[src/rtl/ofb_pkg.sv]
package ofb_pkg;

    localparam int SEL_W = 5;
    localparam int CTL_W = 8;

    typedef struct packed {
        logic             src_div;
        logic             wd_en;
        logic             wd_stat;
        logic [SEL_W-1:0] safe_sel;
    } ofb_ctl_t;

    typedef enum logic {
        SRC_HW  = 1'b0,
        SRC_DIV = 1'b1
    } ofb_src_e;

    function automatic ofb_ctl_t ofb_unpack(input logic [CTL_W-1:0] raw);
        return ofb_ctl_t'(raw);
    endfunction

    function automatic ofb_src_e ofb_src(input ofb_ctl_t c, input logic forced);
        return (forced || !c.src_div) ? SRC_HW : SRC_DIV;
    endfunction

endpackage

[src/rtl/ofb_prescaler.sv]
module ofb_prescaler #(
    parameter int TPS = 14318180
) (
    input  logic clk_i,
    input  logic rst_i,
    input  logic hold_i,
    output logic tick_o
);
    localparam int PW = (TPS > 2) ? $clog2(TPS) : 1;
    localparam logic [PW-1:0] LAST = PW'(TPS - 1);

    logic [PW-1:0] pre_q;

    assign tick_o = !hold_i && (pre_q == LAST);

    always_ff @(posedge clk_i) begin
        if (rst_i || hold_i) begin
            pre_q <= '0;
        end else if (pre_q == LAST) begin
            pre_q <= '0;
        end else begin
            pre_q <= pre_q + 1'b1;
        end
    end

    p_pre_range_r3: assert property (@(posedge clk_i) disable iff (rst_i)
        pre_q <= LAST);

    p_hold_clears_r4: assert property (@(posedge clk_i) disable iff (rst_i)
        hold_i |=> pre_q == '0);

endmodule

[src/rtl/ofb_countdown.sv]
module ofb_countdown #(
    parameter int CNT_W = 8
) (
    input  logic             clk_i,
    input  logic             rst_i,
    input  logic             arm_i,
    input  logic             reload_i,
    input  logic             tick_i,
    input  logic [CNT_W-1:0] load_i,
    output logic             trip_o
);
    logic [CNT_W-1:0] sec_q;

    assign trip_o = tick_i && (sec_q <= CNT_W'(1));

    always_ff @(posedge clk_i) begin
        if (rst_i || !arm_i || reload_i) begin
            sec_q <= load_i;
        end else if (tick_i && sec_q != '0) begin
            sec_q <= sec_q - 1'b1;
        end
    end

    p_reload_r4: assert property (@(posedge clk_i) disable iff (rst_i)
        reload_i |=> sec_q == $past(load_i));

    p_no_rise_r8: assert property (@(posedge clk_i) disable iff (rst_i)
        (arm_i && !reload_i) |=> sec_q <= $past(sec_q));

    p_held_r5: assert property (@(posedge clk_i) disable iff (rst_i)
        !arm_i |-> !trip_o || !tick_i);

endmodule

[src/rtl/ofb_guard.sv]
module ofb_guard (
    input  logic clk_i,
    input  logic rst_i,
    input  logic arm_i,
    input  logic trip_i,
    input  logic clr_i,
    output logic ovr_o,
    output logic stat_o
);
    always_ff @(posedge clk_i) begin
        if (rst_i) begin
            ovr_o  <= 1'b0;
            stat_o <= 1'b0;
        end else begin
            if (!arm_i) begin
                ovr_o <= 1'b0;
            end else if (trip_i) begin
                ovr_o <= 1'b1;
            end
            if (trip_i) begin
                stat_o <= 1'b1;
            end else if (clr_i) begin
                stat_o <= 1'b0;
            end
        end
    end

    p_trip_flags_r3: assert property (@(posedge clk_i) disable iff (rst_i)
        (trip_i && arm_i) |=> ovr_o && stat_o);

    p_ovr_cause_r3: assert property (@(posedge clk_i) disable iff (rst_i)
        $rose(ovr_o) |-> $past(trip_i));

    p_disarm_r5: assert property (@(posedge clk_i) disable iff (rst_i)
        !arm_i |=> !ovr_o);

    p_sticky_r6: assert property (@(posedge clk_i) disable iff (rst_i)
        (stat_o && !clr_i) |=> stat_o);

endmodule

[src/rtl/ofb_watchdog.sv]
module ofb_watchdog
    import ofb_pkg::*;
#(
    parameter int TPS   = 14318180,
    parameter int CNT_W = 8
) (
    input  logic             clk_i,
    input  logic             rst_i,
    input  logic [CNT_W-1:0] cnt_reg_i,
    input  logic [CTL_W-1:0] ctl_reg_i,
    input  logic             cfg_wr_i,
    input  logic             kick_i,
    input  logic [SEL_W-1:0] hw_sel_i,
    output logic [SEL_W-1:0] sel_o,
    output logic             use_div_o,
    output logic             wd_stat_o
);
    ofb_ctl_t ctl;
    ofb_src_e src;
    logic     reload;
    logic     ovr;
    logic     tick;
    logic     trip;
    logic     clr;

    assign ctl    = ofb_unpack(ctl_reg_i);
    assign reload = kick_i || cfg_wr_i;
    assign clr    = cfg_wr_i && !ctl.wd_stat;

    ofb_prescaler #(.TPS(TPS)) u_pre (
        .clk_i  (clk_i),
        .rst_i  (rst_i),
        .hold_i (!ctl.wd_en || reload || ovr),
        .tick_o (tick)
    );

    ofb_countdown #(.CNT_W(CNT_W)) u_cnt (
        .clk_i    (clk_i),
        .rst_i    (rst_i),
        .arm_i    (ctl.wd_en),
        .reload_i (reload),
        .tick_i   (tick),
        .load_i   (cnt_reg_i),
        .trip_o   (trip)
    );

    ofb_guard u_grd (
        .clk_i  (clk_i),
        .rst_i  (rst_i),
        .arm_i  (ctl.wd_en),
        .trip_i (trip),
        .clr_i  (clr),
        .ovr_o  (ovr),
        .stat_o (wd_stat_o)
    );

    assign src       = ofb_src(ctl, ovr);
    assign use_div_o = (src == SRC_DIV);
    assign sel_o     = ovr ? ctl.safe_sel : hw_sel_i;

    p_forced_hw_r3: assert property (@(posedge clk_i) disable iff (rst_i)
        (wd_stat_o && $rose(ovr)) |-> !use_div_o && sel_o == ctl.safe_sel);

    p_reset_clean_r1: assert property (@(posedge clk_i)
        $past(rst_i) |-> !wd_stat_o && !ovr);

endmodule

[config.mk]
export PLATFORM = sky130hd
export DESIGN_NAME = ofb_watchdog
export DESIGN_NICKNAME = d
export VERILOG_FILES = /design/src/rtl/ofb_pkg.sv /design/src/rtl/ofb_prescaler.sv /design/src/rtl/ofb_countdown.sv /design/src/rtl/ofb_guard.sv /design/src/rtl/ofb_watchdog.sv
export SDC_FILE = /design/constraint.sdc
export NUM_CORES = 1
export LEC_CHECK = 0
export CAP_MARGIN = 20
export CORE_MARGIN = 2
export CORE_UTILIZATION = 45
export CTS_CLUSTER_DIAMETER = 80
export DETAILED_ROUTE_END_ITERATION = 12
export GPL_TIMING_DRIVEN = 0
export HOLD_SLACK_MARGIN = 0.08
export PLACE_DENSITY = 0.84
export SYNTH_ARGS = -nofsm -noshare
export SYNTH_HDL_FRONTEND = slang
export SYNTH_HIERARCHICAL = 1
export SYNTH_SLANG_ARGS = --single-unit
[constraint.sdc]
create_clock -name clk_i -period 2.2 [get_ports clk_i]
set_input_delay 0.22 -clock clk_i [delete_from_list [all_inputs] [get_ports clk_i]]
set_output_delay 0.22 -clock clk_i [all_outputs]
set_load 0.03 [all_outputs]
# --- Word-level counts from Yosys, hierarchy flattened ---
# Cells that the tools add are included.
# W data, S select, Z words.
word_totals:
  ff_bits: 34
  inputBits: 25
op_classes:
  bitwise_logic: 1
  eq_ne: 1
  reduce_logical: 20
  addsub: 2
  muxes: 6
  n_lt_le_gt_ge: 1
ops:
  columns: ["cell", "n"]
  rows:
  - ["$add A24 B1 Y24 const B", 1]
  - ["$eq A24 B24 Y1 const B", 1]
  - ["$mux W8", 2]
  - ["$le A8 B1 Y1 const B", 1]
  - ["$reduce_bool A8 Y1", 1]
  - ["$sub A8 B1 Y8 const B", 1]
  - ["$logic_or A1 B1 Y1", 7]
  - ["$mux W5", 1]
  - ["$logic_and A1 B1 Y1", 4]
  - ["$logic_not A1 Y1", 4]
  - ["$reduce_bool A2 Y1", 2]
  - ["$reduce_or A2 Y1", 2]
  - ["$mux W1", 3]
  - ["$not A1 Y1", 1]

# --- Longest topological paths before layout ---
# Gate-level depths: netlist of the first run.
logic_depth:
  word_depth: 8
  ltp_mapped: 9

# --- Hierarchy ---
# Netlist of the first run, hierarchy kept.
modules_own_cells:
  columns: ["mod", "seq_area_each_um2", "cells_each", "instances", "area_each_um2"]
  rows:
  - ["ofb_prescaler", 480.5, 131, 1, 1148.6]
  - ["ofb_countdown", 240.2, 51, 1, 510.5]
  - ["ofb_watchdog", 0.0, 10, 1, 102.6]
  - ["ofb_guard", 40.0, 7, 1, 75.1]

# --- Worst setup path after synthesis of the first run ---
# Ideal clock, no wire load.
synth_path:
  path_kind: "flip-flop to flip-flop"
  start: "register u_pre.pre_q[0]"
  end: "register u_cnt.sec_q[0] (enable)"
  setup_slack_ns: 0.041
  t_arrival_ns: 1.831
  path_stages_with_launch: 8
  period_less_slack_ns: 2.159
  cell_sequence: "dfxtp_1 ha_1 and4b_1 nand4_1 or4_1 nor2_1 o41ai_1 nand2_1"
synth_between:
  elab_chain_len: 4
synth_lines:
  columns: ["item", "line_no", "text"]
  rows:
  - ["start, declared", "ofb_prescaler.sv:12", "logic [PW-1:0] pre_q;"]
  - ["start signal, assigned", "ofb_prescaler.sv:22", "pre_q <= pre_q + 1'b1;"]
  - ["$eq A24 B24 Y1", "ofb_prescaler.sv:14", "assign tick_o = !hold_i && (pre_q == LAST);"]
  - ["$logic_and A1 B1 Y1", "ofb_prescaler.sv:14", null]
  - ["net tick", "ofb_watchdog.sv:22", "logic tick;"]
  - ["$logic_and A1 B1 Y1", "ofb_countdown.sv:19", "end else if (tick_i && sec_q != '0) begin"]
  - ["$reduce_bool A2 Y1 (no source line)", null, null]
  - ["end signal, assigned", "ofb_countdown.sv:18", "sec_q <= load_i;"]
  - ["end signal, assigned", "ofb_countdown.sv:20", "sec_q <= sec_q - 1'b1;"]
  - ["end, declared", "ofb_countdown.sv:12", "logic [CNT_W-1:0] sec_q;"]
# The timed path passes the listed nets, and every way through them passes these cells.
# A chain may end at the register's enable or synchronous reset.

# --- Worst setup path after layout of the first run ---
layout_path:
  start: "register u_pre.pre_q[0]"
  end: "register u_pre.pre_q[16]"
layout_between:
  elab_chain_len: 2
layout_lines:
  columns: ["item"]
  rows:
  - ["parallel branches: the longest is 2 deep, another holds $add A24 B1 Y24"]
# Parallel ways; which one is timed is not known.

==> out/results.txt, run 1 <==
number of global-route vias before repair: 1511
critical path's slowest cell: or4_1
Largest delay share family, worst path: simple AND/OR/NAND/NOR gates
final cell count without fillers: 290
number of standard cells after synthesis: 199
average cell area after synthesis: 9.23 um2
actual transition at the worst max-transition pin: 0.760 ns
power share of the combinational group: 9.1%
Die Width: 67.9 um
sequential cell area fraction in the yosys report: 41.4%
number of buffer and inverter instances along the worst setup path: 2
Critical Path, Cell by Cell: ha_4 -> buf_4 -> nand4_1 -> or4_1 -> clkbuf_1 -> or3_1 -> a21oi_1
area taken by flip-flops and latches: 768 um2
global-route wire length before repair: 6600 um
DRC marker count from the first detailed-route iteration: 79
most frequent cells in the layout: clkdlybuf4s50_1 (31), dfxtp_1 (24), nor2_1 (18)
vias per cell: 5.51
CP Data Arrival Time: 2.29 ns
clock buffer count from CTS: 5
post-detailed-routing wire length: 4100 um
required time reported for the critical path endpoint: 2.42 ns
Hold Worst Slack: 0.468 ns
post-synth cell types: 42
final critical delay including setup and external delays: 2.07 ns
final weighted congestion in routability-driven placement: 0.779
number of levels in the clock H-tree: 2
Non-Filler Cell Area, Final: 2390 um2
type of element launching the critical path: register
multi-input logic area: 1040 um2
total of endpoints with negative setup slack in the final report: 0
share of the synthesized area in the top cell type: 28.3%
Placeable Area: 3970 um2
library cell with the largest summed area after synthesis: dfxtp_1
Filler Cell Count: 336
run status: complete, no violations
type of destination of the critical path: register
insertion delay of the later-clocked pin in the worst-skew pair: 0.28 ns
CTS sink cnt: 34
maximum fanout count along the critical path: 9
Tightest Hold Check Type: register to register
Area growth syn-to-layout: 30.0%
f_max: 0.483 GHz
area enclosed by the die boundary: 4610 um2
synth warn: 6
IR drop worst, VDD: 0.489 mV
max-cap check violation count: 0
number of placed instances with taps included: 280
pin count of the biggest net entering global routing: 11
buffers added on ports: 31
unrepaired setup endpoints after global routing: false
sw power: 285 uW
clock transition time at the flip-flop clock pins of the worst setup and hold paths: 0.07 ns
Slowest Stage Delay on Critical Path: 0.49 ns
I/O pin total: 32
die height: 67.9 um
cell at the root of the clock tree: clkbuf_8
DRC viols: 0
number of slew-limit violations in the final report: 0
most common library cell in the layout ignoring fill and taps: clkdlybuf4s50_1
CP Class: register to register
area of the mapped netlist: 1840 um2
total via count after detailed routing: 1598
antenna fix cells: 0
starting utilization of the core area: 46.3%
TritonCTS clock tree: built
aggregate global-route resource usage: 18.7%
final net count: 268
skew final: 0.00146 ns
final global-route overflow total: 0
Avg WL per Cell: 14.1 um
relative contribution of the clock network to total power: 40.5%
internal power consumption: 1040 uW
DPL Wire Length: 2910 um
static power due to leakage: 0.000762 uW
final hold vios: 0
Rel. slew slack: 49.2%
drt first pass iters: 4
flops & latches, synth: 34
cell row count: 23
syn nets: 228
initial antenna violation count: 0
net switching share of the total power: 21.6%
fraction of power consumed by sequential logic: 50.3%
Power Density: 554 nW/um2
number of buffers between clock root and the deepest sink: 2
top area cells in the synthesized netlist: dfxtp_1 (28%), edfxtp_1 (13%), xnor2_1 (5.2%)
Cell Area, Placed: 2210 um2
post-route fraction of the period consumed by the critical path: 94.1%
share of layout cells above drive strength 1: 16.7%
final antenna-violating net count: 0
[state kept, by name (all words and copies together) (netlist names)]
register	flops
u_cnt/sec_q	8
u_grd/stat_o	1
u_grd/ovr_o	1
u_pre/pre_q	24
[metrics by stage]
| stage | setup slack (ns) | util, % | power [uW] | TNS (ns) |
|---|---|---|---|---|
| 6_report | 0.129 | 60.1 | 1320 | 0 |
| 5_1_grt | 0.0158 | 60.1 | 1370 | 0 |
| 4_1_cts | 0.0134 | 59.3 | 1340 | 0 |
| 3_5_place_dp | -0.325 | 55.6 | 800 | -4.88 |
| 3_3_place_gp | -0.269 | 55.6 | 796 | -3.45 |
| 2_1_floorplan | 0.0406 | - | 731 | 0 |
[kinds of logic (layout without fill, tap and decap cells)]
| group | Yosys count | count (layout) | share of synthesized area, % |
|---|---|---|---|
| multiplexers | 5 | 5 | 3.07 |
| adder cells (fa/ha/maj) | 4 | 4 | 2.72 |
| flip-flops | 34 | 34 | 41.4 |
| AND/OR/NAND/NOR | 96 | 96 | 30.9 |
| AO/OA/AOI/OAI | 31 | 31 | 10.4 |
| buffers and inverters | 14 | 55 | 4.29 |
| XOR/XNOR | 15 | 15 | 7.15 |
[final timing paths]
path | startpoint | end | slack (ns) | cells past startpoint
max | u_pre/pre_q[0] | u_pre/pre_q[16] | 0.13 | 7
min reg2reg | u_pre/pre_q[0] | u_pre/pre_q[0] | 0.47 | 1
min | u_pre/pre_q[0] | u_pre/pre_q[0] | 0.47 | 1
max reg2reg | u_pre/pre_q[0] | u_pre/pre_q[16] | 0.13 | 7
[cell type report]
| class | count | share of cell area (%) |
|---|---|---|
| Multi-Input combinational cell | 151 | 43.6 |
| Sequential cell | 34 | 32.2 |
| Timing Repair Buffer | 33 | 13.6 |
| Clock buffer | 8 | 4.61 |
| Tap cell | 50 | 2.62 |
| Buffer | 7 | 2.25 |
| Inverter | 7 | 1.10 |
[synthesized netlist by cell type (all sizes together)]
cell / instances
edfxtp: 8
a21oi: 10
nor2b: 1
dfxtp: 26
or3b: 1
nand2b: 1
xor2: 4
buf: 3
and2b: 1
or3: 9
and4b: 1
o211ai: 3
or4: 9
nand3: 10
mux2: 5
nor2: 19
nor4: 4
nand4: 9
a31oi: 1
and4: 2
nor3: 4
o21ai: 13
or4b: 1
o31ai: 2
clkbuf: 4
o41ai: 2
nor4b: 1
or2: 1
and3: 2
inv: 7
nor3b: 4
ha: 4
nand2: 16
xnor2: 11
[per-layer routing]
| layer | up-vias | share of wire, % | GRT usage (%) |
|---|---|---|---|
| met5 | - | 0 | 0 |
| met3 | 8 | 3.0 | 4.93 |
| li1 | 813 | - | - |
| met4 | 0 | 1.5 | 4.50 |
| met2 | 24 | 53 | 32.6 |
| met1 | 753 | 42 | 22.9 |
[power by group through the flow]
| stage | registers (uW) | clock network [uW] | logic (uW) |
|---|---|---|---|
| detailed placement | 681 | 0 | 119 |
| finish | 666 | 537 | 121 |
| global placement | 680 | 0 | 115 |
| floorplan | 677 | 0 | 54.1 |
| global route | 668 | 574 | 131 |
| CTS | 666 | 553 | 120 |
[timing repair]
| item | in CTS | in global routing |
|---|---|---|
| pin swaps | 4 | 2 |
| endpoints found under the setup margin | 20 | 12 |
| hold buffers | 0 | 0 |
| gates resized for setup | 9 | 5 |
| buffers inserted | 1 | 1 |
[worst reg2reg max path, delay by kind of cell (launching register included)]
kind,cells,cell delay [ns]
flip-flops,1,0.38
AO/OA/AOI/OAI,1,0.14
AND/OR/NAND/NOR,3,1.03
adder cells (fa/ha/maj),1,0.13
buffers and inverters,2,0.34
No activity file was read; power rests on OpenSTA's default activity.
==> inputs of run 2 (changes only) <==
GPL_TIMING_DRIVEN = unset   (was 0)
==> run 2 against run 1 <==
Via count is 4.9% higher. Non-clock buffer count is 17 higher. Critical path type unchanged. First-iteration DRC count is 30% lower. Sequential share of layout area is 2.0 points lower. Clock skew is 0.0055 ns higher. Utilization is 3.6 points higher. Highest routed layer unchanged.
==> out/results.txt, run 2 (synthesis gave the netlist of run 1 again) <==
register-to-register setup slack: 0.08 ns (-0.05 ns)
post-detailed-routing wire length: 4360 um (+6.3%)
actual transition at the worst max-transition pin: 0.656 ns (-0.104 ns)
post-route fraction of the period consumed by the critical path: 96.6% (+2.4 points)
IR drop worst, VDD: 0.344 mV (-30%)
maximum fanout count along the critical path: 8 (-1)
I/O pin total: 32 (unchanged)
RR Startpoint: u_pre/pre_q[0]
net switching share of the total power: 21.9% (+0.38 points)
DRC marker count from the first detailed-route iteration: 55 (-30%)
aggregate global-route resource usage: 19.0% (+0.37 points)
power share of the combinational group: 9.9% (+0.8 points)
total via count after detailed routing: 1677 (+4.9%)
most frequent cells in the layout: clkdlybuf4s50_1 (31), buf_4 (24), dfxtp_1 (24)
DPL Wire Length: 3140 um (+7.9%)
CP Data Arrival Time: 2.13 ns (-0.16 ns)
Place WS: -0.185 ns (+0.139 ns)
number of slew-limit violations in the final report: 0 (unchanged)
count of hold-fix buffers inserted at cts: 0 (unchanged)
number of flip-flops under the largest register name: 24 (unchanged)
global-route wire length before repair: 6590 um (-0.21%)
Tightest Hold Check Type: register to register
total design power: 1310 uW (-0.92%)
internal power consumption: 1020 uW (-1.4%)
TritonCTS clock tree: built
R2R Path End: u_cnt/sec_q[1]
Die Width: 67.9 um (unchanged)
CP startpoint: u_pre/pre_q[0]
DRC viols: 0 (unchanged)
Non-Filler Cell Area, Final: 2530 um2 (+5.9%)
final hold vios: 0 (unchanged)
Avg WL per Cell: 14.2 um (+0.43%)
clock transition time at the flip-flop clock pins of the worst setup and hold paths: 0.07 ns (about the same)
cell at the root of the clock tree: clkbuf_8
max-cap check violation count: 0 (unchanged)
area taken by flip-flops and latches: 763 um2 (-0.65%)
Hold Worst Slack: 0.490 ns (+0.0216 ns)
insertion delay of the later-clocked pin in the worst-skew pair: 0.29 ns (about the same)
timing endpoint of the critical path: u_cnt/sec_q[1]
type of element launching the critical path: register
number of global-route vias before repair: 1568 (+3.8%)
Power Density: 518 nW/um2 (-6.5%)
required time reported for the critical path endpoint: 2.20 ns (-0.22 ns)
buffers added on ports: 31 (unchanged)
share of layout cells above drive strength 1: 22.6% (+5.9 points)
fraction of power consumed by sequential logic: 50.9% (+0.6 points)
final critical delay including setup and external delays: 2.12 ns (+0.0537 ns)
starting utilization of the core area: 46.3% (unchanged)
static power due to leakage: 0.000861 uW (+13%)
type of destination of the critical path: register
register name with the most flops: u_pre/pre_q
Area growth syn-to-layout: 37.7%
number of levels in the clock H-tree: 2 (unchanged)
number of placed instances with taps included: 295 (+5.4%)
final cell count without fillers: 307 (+5.9%)
relative contribution of the clock network to total power: 39.2% (-1.3 points)
clock buffer count from CTS: 5 (unchanged)
final antenna-violating net count: 0 (unchanged)
antenna fix cells: 0 (unchanged)
multi-input logic area: 1050 um2 (+1.2%)
run status: complete, no violations
cell row count: 23 (unchanged)
total of endpoints with negative setup slack in the final report: 0 (unchanged)
Worst Slack Setup Final: 0.0750 ns (-0.0537 ns)
die height: 67.9 um (unchanged)
number of buffers between clock root and the deepest sink: 2 (unchanged)
pin count of the biggest net entering global routing: 24 (+13)
most common library cell in the layout ignoring fill and taps: clkdlybuf4s50_1
largest registers: u_pre/pre_q: 24 flops, u_cnt/sec_q: 8 flops
drt first pass iters: 4 (unchanged)
final global-route overflow total: 0 (unchanged)
Placeable Area: 3970 um2 (unchanged)
Cell Area, Placed: 2350 um2 (+6.2%)
skew final: 0.00701 ns (+0.00555 ns)
depth of the most critical reg-to-reg path: 9 (+2)
initial antenna violation count: 0 (unchanged)
final weighted congestion in routability-driven placement: 0.870 (+12%)
area enclosed by the die boundary: 4610 um2 (unchanged)
final net count: 285 (+6.3%)
Filler Cell Count: 315 (-6.3%)
unrepaired setup endpoints after global routing: true
vias per cell: 5.46 (-0.87%)
f_max: 0.471 GHz (-2.5%)
CP Class: register to register
Rel. slew slack: 56.1% (+6.9 points)
hold depth: 2 (+1)
CTS sink cnt: 34 (unchanged)
sw power: 288 uW (+0.82%)
[run 2: cell type report]
type / count / share of cell area [%]
tap: 50 / 2.47
multi-input combinational: 151 / 41.7
inverter: 7 / 1.04
clock buffer: 8 / 4.01
sequential: 34 / 30.2
timing repair buffer: 57 / 20.6
[run 2: critical path, cell delays in order (launching register included)]
cell and delay [ns]:
dfxtp_2 0.36, ha_4 0.13, and4b_1 0.19, nand4_1 0.11, or4_4 0.47, nor2_4 0.15, buf_4 0.11, o41ai_1 0.06
nand2_1 0.12, buf_12 0.13
[run 2: worst min path at each step]
| stage | start | endpoint | slack, ns |
|---|---|---|---|
| floorplan | rst_i | u_grd/stat_o | 0.28 |
| global placement | u_pre/pre_q[23] | u_pre/pre_q[23] | 0.47 |
| detailed placement | u_grd/stat_o | u_grd/stat_o | 0.48 |
| CTS | u_grd/stat_o | u_grd/stat_o | 0.49 |
| global route | u_grd/stat_o | u_grd/stat_o | 0.52 |
| finish | u_grd/stat_o | u_grd/stat_o | 0.49 |
[run 2: layer usage]
metal,vias up,GRT usage (%),share of wire [%]
met5,-,0,0
met3,8,5.59,3.0
met4,0,6.25,1.1
met2,25,32.8,53
li1,851,-,-
met1,793,22.6,43
[run 2: power by group through the flow]
stage | Clock [uW] | Combinational [uW] | Sequential [uW]
after floorplan | 0 | 54.1 | 677
after global placement | 0 | 121 | 680
after detailed placement | 0 | 125 | 681
after CTS | 521 | 126 | 667
after global routing | 547 | 141 | 669
final | 514 | 129 | 668
[run 2: through the flow]
stage	utilization, %	setup TNS, ns
floorplan	-	0
global placement	59.1	-1.00
detailed placement	59.1	-3.41
CTS	62.1	-0.0636
global route	63.7	-0.0333
finish	63.7	0
[run 2: repair_timing]
action                                  in CTS  in global routing
cloned                                       0                  0
resized for setup                            5                  7
endpoints found under the setup margin      33                 10
pin swaps                                    5                  6
buffers inserted                             0                  3
hold endpoints to repair                     0                  0
